## config.mk

```make
export PLATFORM = sky130hd
export DESIGN_NAME = ptw_walker
export DESIGN_NICKNAME = d
export VERILOG_FILES = /design/src/rtl/ptw_pkg.sv /design/src/rtl/ptw_addr_gen.sv /design/src/rtl/ptw_pte_eval.sv /design/src/rtl/ptw_mem_port.sv /design/src/rtl/ptw_walker.sv
export SDC_FILE = /design/constraint.sdc
export NUM_CORES = 1
export LEC_CHECK = 0
export ABC_AREA = 1
export BUFFER_PORTS_ARGS = -buffer_cell sky130_fd_sc_hd__buf_2
export CAP_MARGIN = 5
export CORE_MARGIN = 8
export CORE_UTILIZATION = 45
export CTS_BUF_LIST = sky130_fd_sc_hd__clkbuf_8 sky130_fd_sc_hd__clkbuf_16
export CTS_CLUSTER_SIZE = 25
export DETAILED_ROUTE_END_ITERATION = 10
export PLACE_DENSITY = 0.75
export SLEW_MARGIN = 20
export SYNTH_ARGS = -nofsm -noshare
export SYNTH_HDL_FRONTEND = slang
export SYNTH_HIERARCHICAL = 1
export SYNTH_SLANG_ARGS = --single-unit
```

## constraint.sdc

```tcl
create_clock -name clk -period 6.1 [get_ports clk]
set_input_delay 0.61 -clock clk [delete_from_list [all_inputs] [get_ports clk]]
set_output_delay 0.61 -clock clk [all_outputs]
set_load 0.03 [all_outputs]
```

## src/rtl/ptw_pkg.sv

```systemverilog
package ptw_pkg;
    parameter int VA_W   = 32;
    parameter int PA_W   = 32;
    parameter int OFF_W  = 12;
    parameter int IDX_W  = 10;
    parameter int ENT_W  = 32;

    localparam int FRAME_W   = ENT_W - OFF_W;
    localparam int ENT_SHIFT = $clog2(ENT_W / 8);
    localparam int RSVD_W    = ENT_W - FRAME_W - 4;

    typedef enum logic [2:0] {
        ST_IDLE = 3'd0,
        ST_L1   = 3'd1,
        ST_L2   = 3'd2,
        ST_UPD  = 3'd3,
        ST_DONE = 3'd4
    } walk_state_e;

    typedef enum logic [1:0] {
        FLT_NONE = 2'd0,
        FLT_PAGE = 2'd1,
        FLT_PROT = 2'd2
    } fault_e;

    typedef struct packed {
        logic [FRAME_W-1:0] frame;
        logic [RSVD_W-1:0]  rsvd;
        logic               dirty;
        logic               used;
        logic               writable;
        logic               valid;
    } pte_t;

    function automatic logic [IDX_W-1:0] dir_index(input logic [VA_W-1:0] va);
        return va[VA_W-1 -: IDX_W];
    endfunction

    function automatic logic [IDX_W-1:0] tbl_index(input logic [VA_W-1:0] va);
        return va[OFF_W +: IDX_W];
    endfunction

    function automatic logic [PA_W-1:0] entry_addr(input logic [PA_W-1:0] tbl,
                                                   input logic [IDX_W-1:0] idx);
        return tbl + (PA_W'(idx) << ENT_SHIFT);
    endfunction
endpackage

```

## src/rtl/ptw_addr_gen.sv

```systemverilog
module ptw_addr_gen
    import ptw_pkg::*;
(
    input  walk_state_e        state,
    input  logic [PA_W-1:0]    dir_base,
    input  logic [PA_W-1:0]    tbl_base,
    input  logic [IDX_W-1:0]   dir_idx,
    input  logic [IDX_W-1:0]   tbl_idx,
    output logic [PA_W-1:0]    rd_addr
);
    logic [PA_W-1:0]  sel_base;
    logic [IDX_W-1:0] sel_idx;

    always_comb begin
        if (state == ST_L2) begin
            sel_base = tbl_base;
            sel_idx  = tbl_idx;
        end else begin
            sel_base = dir_base;
            sel_idx  = dir_idx;
        end
        rd_addr = entry_addr(sel_base, sel_idx);
    end
endmodule

```

## src/rtl/ptw_pte_eval.sv

```systemverilog
module ptw_pte_eval
    import ptw_pkg::*;
(
    input  pte_t   entry,
    input  logic   is_leaf,
    input  logic   is_write,
    output fault_e fault,
    output pte_t   next_entry,
    output logic   need_wb
);
    always_comb begin
        fault      = FLT_NONE;
        next_entry = entry;
        need_wb    = 1'b0;
        if (!entry.valid) begin
            fault = FLT_PAGE;
        end else if (is_leaf) begin
            if (is_write && !entry.writable) begin
                fault = FLT_PROT;
            end else begin
                next_entry.used = 1'b1;
                if (is_write) next_entry.dirty = 1'b1;
                need_wb = (next_entry != entry);
            end
        end
    end
endmodule

```

## src/rtl/ptw_mem_port.sv

```systemverilog
module ptw_mem_port
    import ptw_pkg::*;
(
    input  logic              clk,
    input  logic              rst,
    input  logic              op_active,
    input  logic              op_write,
    input  logic [PA_W-1:0]   op_addr,
    input  logic [ENT_W-1:0]  op_wdata,
    output logic              op_done,
    output logic              mem_req_valid,
    input  logic              mem_req_ready,
    output logic              mem_req_write,
    output logic [PA_W-1:0]   mem_req_addr,
    output logic [ENT_W-1:0]  mem_req_wdata,
    input  logic              mem_rsp_valid
);
    logic issued_q;

    assign mem_req_valid = op_active && !issued_q;
    assign mem_req_write = op_write;
    assign mem_req_addr  = op_addr;
    assign mem_req_wdata = op_wdata;

    always_comb begin
        if (op_write) op_done = mem_req_valid && mem_req_ready;
        else          op_done = issued_q && mem_rsp_valid;
    end

    always_ff @(posedge clk) begin
        if (rst) begin
            issued_q <= 1'b0;
        end else if (issued_q && mem_rsp_valid) begin
            issued_q <= 1'b0;
        end else if (mem_req_valid && mem_req_ready && !op_write) begin
            issued_q <= 1'b1;
        end
    end

    assert_req_hold_R10: assert property (@(posedge clk) disable iff (rst)
        (mem_req_valid && !mem_req_ready) |=>
            (mem_req_valid && $stable(mem_req_addr) && $stable(mem_req_write)
             && $stable(mem_req_wdata)));
endmodule

```

## src/rtl/ptw_walker.sv

```systemverilog
module ptw_walker
    import ptw_pkg::*;
(
    input  logic              clk,
    input  logic              rst,
    input  logic              req_valid,
    output logic              req_ready,
    input  logic [31:0]       req_vaddr,
    input  logic              req_write,
    input  logic [31:0]       req_base,
    output logic              mem_req_valid,
    input  logic              mem_req_ready,
    output logic              mem_req_write,
    output logic [31:0]       mem_req_addr,
    output logic [31:0]       mem_req_wdata,
    input  logic              mem_rsp_valid,
    input  logic [31:0]       mem_rsp_data,
    output logic              rsp_valid,
    output logic [31:0]       rsp_paddr,
    output logic [1:0]        rsp_fault
);
    walk_state_e       state_q;
    logic [VA_W-1:0]   vaddr_q;
    logic              wr_q;
    logic [PA_W-1:0]   dir_base_q;
    logic [PA_W-1:0]   tbl_base_q;
    logic [PA_W-1:0]   leaf_addr_q;
    pte_t              leaf_q;
    pte_t              wb_q;
    fault_e            fault_q;

    logic [PA_W-1:0]   rd_addr;
    logic              op_active;
    logic              op_write;
    logic [PA_W-1:0]   op_addr;
    logic              op_done;
    pte_t              rsp_entry;
    fault_e            eval_fault;
    pte_t              eval_next;
    logic              eval_wb;

    assign rsp_entry = pte_t'(mem_rsp_data);

    ptw_addr_gen u_addr (
        .state    (state_q),
        .dir_base (dir_base_q),
        .tbl_base (tbl_base_q),
        .dir_idx  (dir_index(vaddr_q)),
        .tbl_idx  (tbl_index(vaddr_q)),
        .rd_addr  (rd_addr)
    );

    ptw_pte_eval u_eval (
        .entry      (rsp_entry),
        .is_leaf    (state_q == ST_L2),
        .is_write   (wr_q),
        .fault      (eval_fault),
        .next_entry (eval_next),
        .need_wb    (eval_wb)
    );

    always_comb begin
        op_active = (state_q == ST_L1) || (state_q == ST_L2) || (state_q == ST_UPD);
        op_write  = (state_q == ST_UPD);
        op_addr   = op_write ? leaf_addr_q : rd_addr;
    end

    ptw_mem_port u_port (
        .clk           (clk),
        .rst           (rst),
        .op_active     (op_active),
        .op_write      (op_write),
        .op_addr       (op_addr),
        .op_wdata      (wb_q),
        .op_done       (op_done),
        .mem_req_valid (mem_req_valid),
        .mem_req_ready (mem_req_ready),
        .mem_req_write (mem_req_write),
        .mem_req_addr  (mem_req_addr),
        .mem_req_wdata (mem_req_wdata),
        .mem_rsp_valid (mem_rsp_valid)
    );

    always_ff @(posedge clk) begin
        if (rst) begin
            state_q     <= ST_IDLE;
            vaddr_q     <= '0;
            wr_q        <= 1'b0;
            dir_base_q  <= '0;
            tbl_base_q  <= '0;
            leaf_addr_q <= '0;
            leaf_q      <= '0;
            wb_q        <= '0;
            fault_q     <= FLT_NONE;
        end else begin
            case (state_q)
                ST_IDLE: begin
                    if (req_valid) begin
                        vaddr_q    <= req_vaddr;
                        wr_q       <= req_write;
                        dir_base_q <= req_base;
                        fault_q    <= FLT_NONE;
                        state_q    <= ST_L1;
                    end
                end
                ST_L1: begin
                    if (op_done) begin
                        if (eval_fault != FLT_NONE) begin
                            fault_q <= eval_fault;
                            state_q <= ST_DONE;
                        end else begin
                            tbl_base_q <= {rsp_entry.frame, {OFF_W{1'b0}}};
                            state_q    <= ST_L2;
                        end
                    end
                end
                ST_L2: begin
                    if (op_done) begin
                        leaf_q      <= rsp_entry;
                        leaf_addr_q <= rd_addr;
                        wb_q        <= eval_next;
                        fault_q     <= eval_fault;
                        if (eval_fault == FLT_NONE && eval_wb) state_q <= ST_UPD;
                        else                                   state_q <= ST_DONE;
                    end
                end
                ST_UPD: begin
                    if (op_done) state_q <= ST_DONE;
                end
                default: state_q <= ST_IDLE;
            endcase
        end
    end

    assign req_ready = (state_q == ST_IDLE);
    assign rsp_valid = (state_q == ST_DONE);
    assign rsp_fault = fault_q;
    assign rsp_paddr = (fault_q == FLT_NONE) ? {leaf_q.frame, vaddr_q[OFF_W-1:0]} : '0;

    assert_busy_no_accept_R1: assert property (@(posedge clk) disable iff (rst)
        mem_req_valid |-> !req_ready);

    assert_wb_fields_R8: assert property (@(posedge clk) disable iff (rst)
        (mem_req_valid && mem_req_write) |->
            (mem_req_wdata[2] && mem_req_wdata[0] && (mem_req_wdata[3] || !wr_q)));

    assert_fault_no_write_R6: assert property (@(posedge clk) disable iff (rst)
        (mem_req_valid && mem_req_write) |-> (fault_q == FLT_NONE));

    assert_single_pulse_R11: assert property (@(posedge clk) disable iff (rst)
        rsp_valid |=> (!rsp_valid && req_ready));

    assert_fault_zero_addr_R7: assert property (@(posedge clk) disable iff (rst)
        (rsp_valid && rsp_fault != 2'd0) |-> (rsp_paddr == 32'd0));
endmodule

```

==> results.sh <==
export IMPL_cp_max_fo=51
export IMPL_h_tree_depth=4
export IMPL_cts_sinks=175
export IMPL_ys_types=36
export IMPL_holdWs_ns=0.445
export IMPL_crit_slowest_cell="nand3_4"
export IMPL_synth_fa_ha_area_share_pct=1.51
export IMPL_io_buffers=203
export IMPL_drv_slew=0
export IMPL_area_growth_pct=9.60
export IMPL_cp_num_buf_inv=4
export IMPL_vias=8630
export IMPL_synthXorXnorAreaFrac_pct=1.64
export IMPL_syn_inst=1371
export IMPL_grt_pass1_vias=8079
export IMPL_rsz0062_at_grt="no"
export IMPL_final_hold_viol_count=0
export IMPL_skew_ns=0.00887
export IMPL_synth_seq_cells=175
export IMPL_die_area_um2=26300
export IMPL_clock_latency_ns=0.43
export IMPL_drive_above_1_share_pct=22.8
export IMPL_period_minus_slack_ns=4.61
export IMPL_die_y_um=162
export IMPL_p_leak_uw=0.00474
export IMPL_core_area_um2=21000
export IMPL_grt_max_degree=89
export IMPL_syn_area_um2=9620
export IMPL_synth_edf_count=0
export IMPL_relSlewSlack_pct=35.9
export IMPL_setup_tns_ns=0
export IMPL_cts_tree="done"
export IMPL_async_reset_ff_share_pct=0
export IMPL_cp_common_cell="nor2_1"
export IMPL_start_kind="flop"
export IMPL_clkTransAtPathRegs_ns=0.07
export IMPL_cts_path_max_buffers=2
export IMPL_path_cells="inv_4, nand3_4, o21ai_0, inv_1, fa_1, inv_1, nand3_1, nand3_1, nand3_2, nor2_1, nor2_1, nor2_1, nand2_1, o21ai_0, buf_2"
export IMPL_postCtsSetupRepairBufs=0
export IMPL_yosysWarningCount=6
export IMPL_cts_buffers=17
export IMPL_most_common_layout_cells="nand2_1, buf_2, dfxtp_1"
export IMPL_worst_slew_pin_slew_ns=0.962
export IMPL_drt_iter0_drc=639
export IMPL_cts_hold_buf=0
export IMPL_hpwl_mm=18.4
export IMPL_std_cell_rows=53
export IMPL_synthFlopType="dfxtp_1"
export IMPL_power_density_nw_per_um2=364
export IMPL_fmax_mhz=217
export IMPL_synth_mux_area_share_pct=2.34
export IMPL_overflow=0
export IMPL_synth_top_area_share_pct=36.4
export IMPL_setup_viol=0
export IMPL_period_share_pct=75.6
export IMPL_io_pins=204
export IMPL_final_nets=1549
export IMPL_track_usage_pct=19.2
export IMPL_cts_resized=0
export IMPL_crit_family="simple AND/OR/NAND/NOR gates"
export IMPL_synth_top_family_by_area="simple AND/OR/NAND/NOR gates"
export IMPL_gp_congestion=0.888
export IMPL_antenna_found_initial=2
export IMPL_final_common_cell="nand2_1"
export IMPL_wl_mm=25.5
export IMPL_drv_cap=0
export IMPL_postRouteAntennaNets=0
export IMPL_wl_per_cell_um=14.8
export IMPL_peakVddDrop_mv=0.232
export IMPL_slowest_delay_ns=0.51
export IMPL_drc=0
export IMPL_ys_seq_area_share_pct=36.4
export IMPL_initial_core_util_pct=45.7
export IMPL_grt_pass1_wl_mm=41.2
export IMPL_synth_avg_cell_area_um2=7.01
export IMPL_critPathKind="flop to output port"
export IMPL_synth_compound_area_share_pct=15.4
export IMPL_hold_path_class="primary input to flop"
export IMPL_synth_top_cell_by_area="dfxtp_1"
export IMPL_cts_root_buf="clkbuf_16"
export IMPL_worst_ep_required_time_ns=5.49
export IMPL_detail_route_vias_per_cell=5.00
export IMPL_drtPass1Iterations=5
export IMPL_endpoint_kind="output port"
export IMPL_synth_simple_area_share_pct=24.7
export IMPL_critPathArrivalTime_ns=4.00
export IMPL_status="complete, no violations"
export IMPL_synthTopCellsByArea="dfxtp_1, nand2_1, a21oi_1"
export IMPL_die_x_um=162
## layer usage
metal | vias to the layer above | routed length (um) | GRT usage [%]
met1 | 3912 | 12200 | 26.1
met4 | 2 | 463 | 5.98
met2 | 266 | 11100 | 29.4
met5 | - | 10 | 0
li1 | 4414 | - | -
met3 | 36 | 1680 | 4.76
## metrics by stage
stage / setup WS, ns / power, uW / cells / cell area (um^2) / utilization, %
after detailed placement: 1.97 / 2720 / 1692 / 9930 / 47.2
after global placement: 2.11 / 2710 / 1692 / 9930 / 47.2
final: 1.49 / 3830 / 1725 / 10500 / 50.1
after floorplan: 2.54 / 2500 / 1382 / 9660 / -
after CTS: 1.50 / 3860 / 1724 / 10500 / 50.1
after global routing: 1.14 / 4070 / 1725 / 10500 / 50.1
## flip-flops by register name, indices dropped and copies added, names as in the netlist
register	count
u_port/issued_q	1
leaf_addr_q	32
tbl_base_q	20
rsp_fault	2
leaf_q	20
wb_q	32
wr_q	1
state_q	3
vaddr_q	32
dir_base_q	32
## worst paths after layout
path                   startpoint                to  slack (ns)  cells after the start
hold / removal        req_base[5]     dir_base_q[5]        0.45                      3
setup / recovery       state_q[0]  mem_req_addr[24]        1.49                     15
hold reg to reg   leaf_addr_q[22]   leaf_addr_q[22]        0.45                      2
setup reg to reg       state_q[0]   leaf_addr_q[26]        2.56                     15
## cell usage after synthesis, types with 2 or more instances
library cell	instances
a21o_1	3
a21oi_1	158
a31oi_1	3
buf_2	34
buf_4	97
buf_6	11
clkbuf_1	32
clkbuf_2	2
dfxtp_1	175
ha_1	10
inv_1	139
inv_2	10
inv_4	2
mux2_2	20
nand2_1	225
nand2_2	25
nand2_4	3
nand3_1	121
nand3_2	2
nand3_4	2
nand3b_1	6
nand4_1	6
nor2_1	116
nor2_2	12
nor2_4	6
o21ai_0	123
o21ai_1	2
o21ai_2	2
xnor2_1	6
xor2_1	12
## worst register-to-register path: stages, from the launching register on
cell and delay [ns]:
dfxtp_1 0.41, inv_4 0.22, nand3_4 0.51, o21ai_0 0.51, inv_1 0.11, fa_1 0.46, inv_1 0.11, nand3_1 0.08
nand3_1 0.25, nand2_2 0.19, nor2_4 0.16, nand3_1 0.07, nand2_1 0.06, inv_1 0.05, o21ai_0 0.15, a21oi_1 0.06
## cell families (layout without fill, tap and decap cells)
family / after synthesis / in the layout
mux: 20 / 20
flops: 175 / 175
simple gates: 527 / 527
other cells: 1 / 13
xor+xnor: 18 / 18
compound gates: 292 / 292
buf+inv: 327 / 394
fa+ha+maj: 11 / 11
## power by group
group | leakage, uW | switching [uW] | internal (uW) | total [uW]
Clock | 0.000293 | 505 | 631 | 1140
Combinational | 0.00303 | 995 | 389 | 1380
Sequential | 0.00142 | 64.5 | 1250 | 1310
## cell type report
type | instances | area, um^2
antenna | 1 | 2.50
multi-input combinational | 880 | 4430
tap | 275 | 344
clock buffer | 18 | 439
clock inverter | 14 | 168
fill | 2132 | 10500
sequential | 175 | 3500
timing repair buffer | 211 | 1080
inverter | 151 | 572
Power figures use the tool's default switching activity.
